<file path="config.mk">
export PLATFORM = sky130hd
export DESIGN_NAME = sizable_bar
export DESIGN_NICKNAME = d
export VERILOG_FILES = /design/src/rtl/bar_pkg.sv /design/src/rtl/bar_dword.sv /design/src/rtl/bar_match.sv /design/src/rtl/bar_readback.sv /design/src/rtl/sizable_bar.sv
export SDC_FILE = /design/constraint.sdc
export NUM_CORES = 1
export LEC_CHECK = 0
export BUFFER_PORTS_ARGS = -buffer_cell sky130_fd_sc_hd__buf_2
export CAP_MARGIN = 0
export CORE_UTILIZATION = 30
export CTS_CLUSTER_DIAMETER = 100
export DETAILED_ROUTE_END_ITERATION = 8
export GPL_TIMING_DRIVEN = 0
export MAX_ROUTING_LAYER = met4
export PLACE_DENSITY_LB_ADDON = 0.12
export SYNTH_ARGS = -nofsm -noshare
export SYNTH_HDL_FRONTEND = slang
export SYNTH_SLANG_ARGS = --single-unit
</file>
<file path="constraint.sdc">
create_clock -name clk -period 1.6 [get_ports clk]
set_input_delay 0.08 -clock clk [delete_from_list [all_inputs] [get_ports clk]]
set_output_delay 0.08 -clock clk [all_outputs]
set_load 0.02 [all_outputs]
</file>
<file path="src/rtl/bar_pkg.sv">
package bar_pkg;

  function automatic int clamp_size(input bit is_io, input bit wide, input int sz);
    int lo;
    int hi;
    lo = is_io ? 2 : 4;
    hi = wide ? 63 : 31;
    if (sz < lo) return lo;
    if (sz > hi) return hi;
    return sz;
  endfunction

  // Mask of address bits that software can write.
  function automatic logic [63:0] size_mask(input int sz, input bit wide);
    logic [63:0] m;
    m = ~((64'd1 << sz) - 64'd1);
    if (!wide) m[63:32] = 32'd0;
    return m;
  endfunction

  // Mask used for the address compare (upper bits always compared).
  function automatic logic [63:0] cmp_mask(input int sz);
    return ~((64'd1 << sz) - 64'd1);
  endfunction

  function automatic logic [31:0] type_word(input bit is_io, input bit wide, input bit pf);
    logic [31:0] t;
    t = 32'd0;
    if (is_io) begin
      t[0] = 1'b1;
    end else begin
      t[2:1] = wide ? 2'b10 : 2'b00;
      t[3]   = pf;
    end
    return t;
  endfunction

  function automatic logic [31:0] type_field(input bit is_io);
    return is_io ? 32'h3 : 32'hF;
  endfunction

  // Bits below the size boundary that are not type flags.
  function automatic logic [31:0] low_free(input int sz, input bit is_io);
    logic [63:0] below;
    below = (64'd1 << sz) - 64'd1;
    return below[31:0] & ~type_field(is_io);
  endfunction

endpackage

</file>
<file path="src/rtl/bar_dword.sv">
module bar_dword #(
  parameter logic [31:0] WMASK = 32'hFFFF_FFFF
) (
  input  logic        clk,
  input  logic        rst_n,
  input  logic        wr,
  input  logic [3:0]  be,
  input  logic [31:0] wdata,
  output logic [31:0] q
);
  for (genvar b = 0; b < 4; b++) begin : g_lane
    localparam logic [7:0] LMASK = WMASK[8*b +: 8];
    logic [7:0] lane_q;
    always_ff @(posedge clk or negedge rst_n) begin
      if (!rst_n)            lane_q <= 8'd0;
      else if (wr && be[b])  lane_q <= wdata[8*b +: 8] & LMASK;
    end
    assign q[8*b +: 8] = lane_q;
  end
endmodule

</file>
<file path="src/rtl/bar_match.sv">
module bar_match #(
  parameter logic [63:0] CMASK = 64'hFFFF_FFFF_FFFF_0000,
  parameter bit          IS_IO = 1'b0
) (
  input  logic [63:0] base,
  input  logic [63:0] addr,
  input  logic        txn_is_io,
  input  logic        mem_en,
  input  logic        io_en,
  output logic        space_ok,
  output logic        addr_eq,
  output logic        hit
);
  always_comb begin
    if (IS_IO) space_ok = io_en && txn_is_io;
    else       space_ok = mem_en && !txn_is_io;
    addr_eq = ((addr & CMASK) == base);
    hit     = space_ok && addr_eq;
  end
endmodule

</file>
<file path="src/rtl/bar_readback.sv">
module bar_readback #(
  parameter logic [31:0] TYPE = 32'h0
) (
  input  logic        sel,
  input  logic [63:0] base,
  output logic [31:0] rdata
);
  always_comb begin
    if (sel) rdata = base[63:32];
    else     rdata = base[31:0] | TYPE;
  end
endmodule

</file>
<file path="src/rtl/sizable_bar.sv">
module sizable_bar
  import bar_pkg::*;
#(
  parameter int SIZE_LOG2 = 16,
  parameter bit IS_IO     = 1'b0,
  parameter bit IS_64     = 1'b1,
  parameter bit PREFETCH  = 1'b1
) (
  input  logic        clk,
  input  logic        rst_n,
  input  logic        cfg_we,
  input  logic        cfg_sel,
  input  logic [3:0]  cfg_be,
  input  logic [31:0] cfg_wdata,
  output logic [31:0] cfg_rdata,
  input  logic        mem_en,
  input  logic        io_en,
  input  logic [63:0] txn_addr,
  input  logic        txn_is_io,
  output logic        hit
);
  localparam bit          WIDE  = IS_64 && !IS_IO;
  localparam int          SZ    = clamp_size(IS_IO, WIDE, SIZE_LOG2);
  localparam logic [63:0] WMASK = size_mask(SZ, WIDE);
  localparam logic [63:0] CMASK = cmp_mask(SZ);
  localparam logic [31:0] TYPE  = type_word(IS_IO, WIDE, PREFETCH && !IS_IO);

  // Named internal events for the checker.
  logic        wr_lo;
  logic        wr_hi;
  logic        space_ok;
  logic        addr_eq;
  logic [63:0] base_q;

  assign wr_lo = cfg_we && !cfg_sel;
  assign wr_hi = cfg_we && cfg_sel;

  bar_dword #(.WMASK(WMASK[31:0])) u_lo (
    .clk(clk), .rst_n(rst_n), .wr(wr_lo), .be(cfg_be),
    .wdata(cfg_wdata), .q(base_q[31:0])
  );

  bar_dword #(.WMASK(WMASK[63:32])) u_hi (
    .clk(clk), .rst_n(rst_n), .wr(wr_hi), .be(cfg_be),
    .wdata(cfg_wdata), .q(base_q[63:32])
  );

  bar_readback #(.TYPE(TYPE)) u_rd (
    .sel(cfg_sel), .base(base_q), .rdata(cfg_rdata)
  );

  bar_match #(.CMASK(CMASK), .IS_IO(IS_IO)) u_match (
    .base(base_q), .addr(txn_addr), .txn_is_io(txn_is_io),
    .mem_en(mem_en), .io_en(io_en),
    .space_ok(space_ok), .addr_eq(addr_eq), .hit(hit)
  );
endmodule

</file>
# Yosys cells after proc, flatten, opt, wreduce, memory -nomap -nowiden
# Index checks and enable logic that the tools add are counted.
# Widths: inputs -> output; s select.
# classes
eq_ne	1
muxes	1
n_reduce_logical	12
# op_table
cell	n
$eq 48x48->1	1
$mux 32	1
$logic_and 1x1->1	10
$logic_not 1->1	2
# totals
input_bits	107
reg_bits	48
wordCells	20

# Depth between registers and ports, before layout
# depth
depth_word	3
depth_mapped	4
ltp_nobuf	4

# Modules after synthesis
# A second synthesis with hierarchy kept.
# hier_totals
hier_cells	230
area_unflattened_um2	3045.4
# by_module_without_submodules
mod	cells_per_inst	n_inst	area_per_inst_um2
bar_dword at u_hi	68	1	1186.1
bar_dword at u_lo	51	1	716.9
bar_match	73	1	599.3
bar_readback	36	1	526.8
sizable_bar	2	1	16.3

# Worst setup path after synthesis
# No wires, ideal clock.
# synth_timing
path_kind	register to output
start	register u_hi.g_lane[0].lane_q[4]
end	output hit
t_arrival_ns	1.668
setup_slack_ns	-0.148
required_time_ns	1.520
path_stages_with_launch	5
path_buffers	0
cell_sequence	dfrtp_1 -> xnor2_1 -> o221ai_1 -> or4_1 -> nor4_2
# synth_between
elab_chain_cells	2
# synth_lines
element	line_no	source
start, declared	bar_dword.sv:13	logic [7:0] lane_q;
start signal, assigned	bar_dword.sv:16	else if (wr && be[b]) lane_q <= wdata[8*b +: 8] & LMASK;
$eq 48x48->1	bar_match.sv:17	addr_eq = ((addr & CMASK) == base);
$logic_and 1x1->1	bar_match.sv:18	hit = space_ok && addr_eq;
end, declared	sizable_bar.sv:20	output logic hit
# No other way between the ends.

# Final worst setup path
# layout_timing
start	register u_hi.g_lane[0].lane_q[3]
end	output hit
# The elaborated chain is that of the path after synthesis.

==> flow_summary.toml <==
[clock_network]
clock_sinks = 48
cts_tree = "built"
clk_latency_ns = 0.30
clk_pin_slew_ns = 0.09
cts_buffer_depth = 2
cts_root_buffer = "clkbuf_8"
cts_max_level = 2
cts_buffers = 5

[logic_synthesis]
syn_area_per_cell_um2 = 12.2
ys_ff_latch = 48
ys_types = 26
seq_area_frac_synth_pct = 45.3
syn_nets = 324
synth_area_leaders = "dfrtp_1 45%, mux2_1 25%, xor2_1 10%, and2_1 3.3%, xnor2_1 3.0%"
netlist_area_um2 = 2650
syn_inst = 217
synth_top_area_share_pct = 45.3
yosysTopAreaCell = "dfrtp_1"
ys_warn_count = 0

[min_path]
holdCritPathClass = "input pin to async pin"

[layout]
fin_nets = 488
syn2layout_area_growth_pct = 46.4
stdcell_count = 488
regArea_um2 = 1200
fillers = 826
multi_input_area_um2 = 1460
drive_gt1_share_pct = 39.8

[flow_run]
drv_cap = 0

[sta]
finalCritPeriodShare_pct = 127
fmaxAchievable_mhz = 491
report.final.slew_viol_count = 0
whs_ns = -0.0169
hold_violations = 18
setup_viol = 1
rsz0062_at_grt = "yes"
tns_ns = -0.437
finClkSkew_ns = 0
slew_headroom_pct = 25.6
period_needed_ns = 2.04
tightest_slew_ns = 1.12
setup_slack_ns = -0.437

[global_route]
grt_pass1_vias = 2279
antenna_found_initial = 1
groute.usage.overall_pct = 17.7
grt_max_degree = 49
grt_pass1_wl_um = 11500
grt_overflow = 0

[routing]
finalWirelength_um = 7510
wl_per_cell_um = 15.4
vias = 2218
drt_iter0_markers = 65
drc = 0
drt_pass1_iterations = 6
via_per_inst = 4.55
ant_nets = 0

[power_and_ir_drop]
ir_drop_uv = 363
p_per_area_nw_per_um2 = 932
p_total_mw = 3.62
cellLeakagePower_nw = 1.85

[placement]
pre_cts_ws_ns = -0.267
dp.cells = 443
place_congestion = 0.708
dp_hpwl_um = 5590
port_buffers = 121

[floorplanning]
die_h_um = 96.0
start_util_pct = 31.6
num_rows = 33
die_x_um = 96.0
pin_count = 140
dieArea_um2 = 9220
fp.coreArea_um2 = 8380

[critical_path]
reg2reg_from = "u_lo.g_lane[3].lane_q[5]$_DFFE_PN0P_"
cp_cell_sequence = "xor2_1 -> nor4_2 -> nand4_1 -> nor4_4 -> buf_4"
reg2reg_depth = 2
cp_slowest_stage_delay_ns = 0.40
slowest_stage = "dfrtp_1"
cp.required_ns = 1.52
crit_fanout = 2
r2r_setup_slack_ns = 0.64
cp.arrival_ns = 1.96
worstSetupEndpointType = "output pin"
cp-start-kind = "flop"
worst_r2r_endpoint = "u_lo.g_lane[3].lane_q[5]$_DFFE_PN0P_"
critPathKind = "flop to output pin"

[run_status]
violations = "hold timing, setup timing"
outcome = "finished, violations left"
-- stage by stage --
stage / instance area, µm² / utilization, %
after floorplan: 2660 / -
after global placement: 3400 / 40.5
after detailed placement: 3400 / 40.5
after CTS: 3850 / 46.0
after global routing: 3880 / 46.3
final: 3880 / 46.3
-- placed cells by master, fill, tap and decap left out, types with 2 or more instances in the layout --
| cell type | n |
|---|---|
| and2_1 | 14 |
| xor2_1 | 31 |
| nand2b_1 | 9 |
| dfrtp_1 | 48 |
| clkinv_2 | 2 |
| nand3_1 | 4 |
| dlygate4sd3_1 | 29 |
| nand2_1 | 3 |
| inv_1 | 5 |
| xnor2_1 | 7 |
| nor2b_1 | 3 |
| clkbuf_1 | 2 |
| mux2_1 | 58 |
| nand4_1 | 5 |
| xnor2_2 | 2 |
| mux2_2 | 5 |
| nor4_1 | 3 |
| buf_2 | 122 |
| nor4_2 | 3 |
| clkbuf_8 | 6 |
| buf_4 | 8 |
| nor2_1 | 2 |
-- critical path: cells and delay by family (launching register included) --
family,cells,cell delay [ns]
xor gates and xnor gates,1,0.15
and+or+nand+nor,3,0.92
DFF,1,0.40
buffers and inverters,1,0.18
-- cells by family (layout without fill, tap and decap cells) --
logic type                Yosys count  count (layout)  synth area share, %
DFF                                48              48                 45.3
AOI/OAI and AO/OA                   6               6                 1.98
muxes                              63              63                 26.7
and+or+nand+nor                    49              49                 11.1
other                               0               1                    0
buffers and inverters              11             176                 1.65
xor gates and xnor gates           40              40                 13.2
-- report_power, final --
group          switching, mW  total [mW]  internal, mW
Clock                  0.423       0.770         0.346
Combinational          0.584        1.20         0.620
Sequential             0.203        1.65          1.44
-- cells in the mapped netlist --
| master | n |
|---|---|
| nand2b_1 | 9 |
| clkinv_1 | 1 |
| buf_2 | 2 |
| nor4_1 | 6 |
| nor4_2 | 1 |
| nand4_1 | 5 |
| nand2_1 | 3 |
| mux2_2 | 5 |
| o21ai_1 | 1 |
| o221ai_1 | 1 |
| or4_1 | 1 |
| and2_1 | 14 |
| xor2_1 | 31 |
| a2111oi_0 | 1 |
| nor2b_1 | 3 |
| xnor2_1 | 9 |
| nor2_1 | 2 |
| nor3_1 | 1 |
| o2111a_1 | 1 |
| clkbuf_1 | 3 |
| dfrtp_1 | 48 |
| nand3_1 | 4 |
| mux2_1 | 58 |
| inv_1 | 5 |
| o2111ai_1 | 1 |
| a222oi_1 | 1 |
-- cell type report --
| class | count | area share (%) |
|---|---|---|
| clock buffers | 6 | 2.13 |
| inverters | 6 | 0.580 |
| well taps | 105 | 3.38 |
| diodes | 1 | 0.0644 |
| plain buffers | 5 | 0.580 |
| multi-input cells | 158 | 37.6 |
| repair buffers | 157 | 24.5 |
| flip-flops and latches | 48 | 30.9 |
| clock inverters | 2 | 0.258 |
-- flip-flops by register name, indices dropped and copies added, names as in the netlist --
signal,cells
u_hi.g_lane.lane_q,32
u_lo.g_lane.lane_q,16
-- worst max path at each step --
stage | from | endpoint | slack [ns] | depth (start not counted)
5_1_grt | u_lo.g_lane[2].lane_q[5]$_DFFE_PN0P_ | hit | -0.58 | 5
3_3_place_gp | u_hi.g_lane[0].lane_q[3]$_DFFE_PN0P_ | hit | -0.28 | 5
6_report | u_hi.g_lane[0].lane_q[3]$_DFFE_PN0P_ | hit | -0.44 | 5
2_1_floorplan | u_hi.g_lane[0].lane_q[4]$_DFFE_PN0P_ | hit | 0.07 | 4
3_5_place_dp | u_hi.g_lane[0].lane_q[3]$_DFFE_PN0P_ | hit | -0.27 | 5
4_1_cts | u_hi.g_lane[0].lane_q[4]$_DFFE_PN0P_ | hit | -0.52 | 5
-- per-layer routing --
metal | vias to the layer above | track usage, % | share of wire, %
met5 | - | - | 0
met1 | 1041 | 23.4 | 47
met3 | 6 | 2.92 | 5.7
met2 | 81 | 28.3 | 46
met4 | 0 | 4.10 | 0.68
li1 | 1090 | - | -
-- repair_timing --
item	in CTS	in global routing
setup endpoints to repair	1	3
buffers inserted	5	2
hold endpoints to repair	40	0
hold buffers	29	0
resized for setup	6	4
pin swaps	11	9
(Power assumes the default switching activity.)
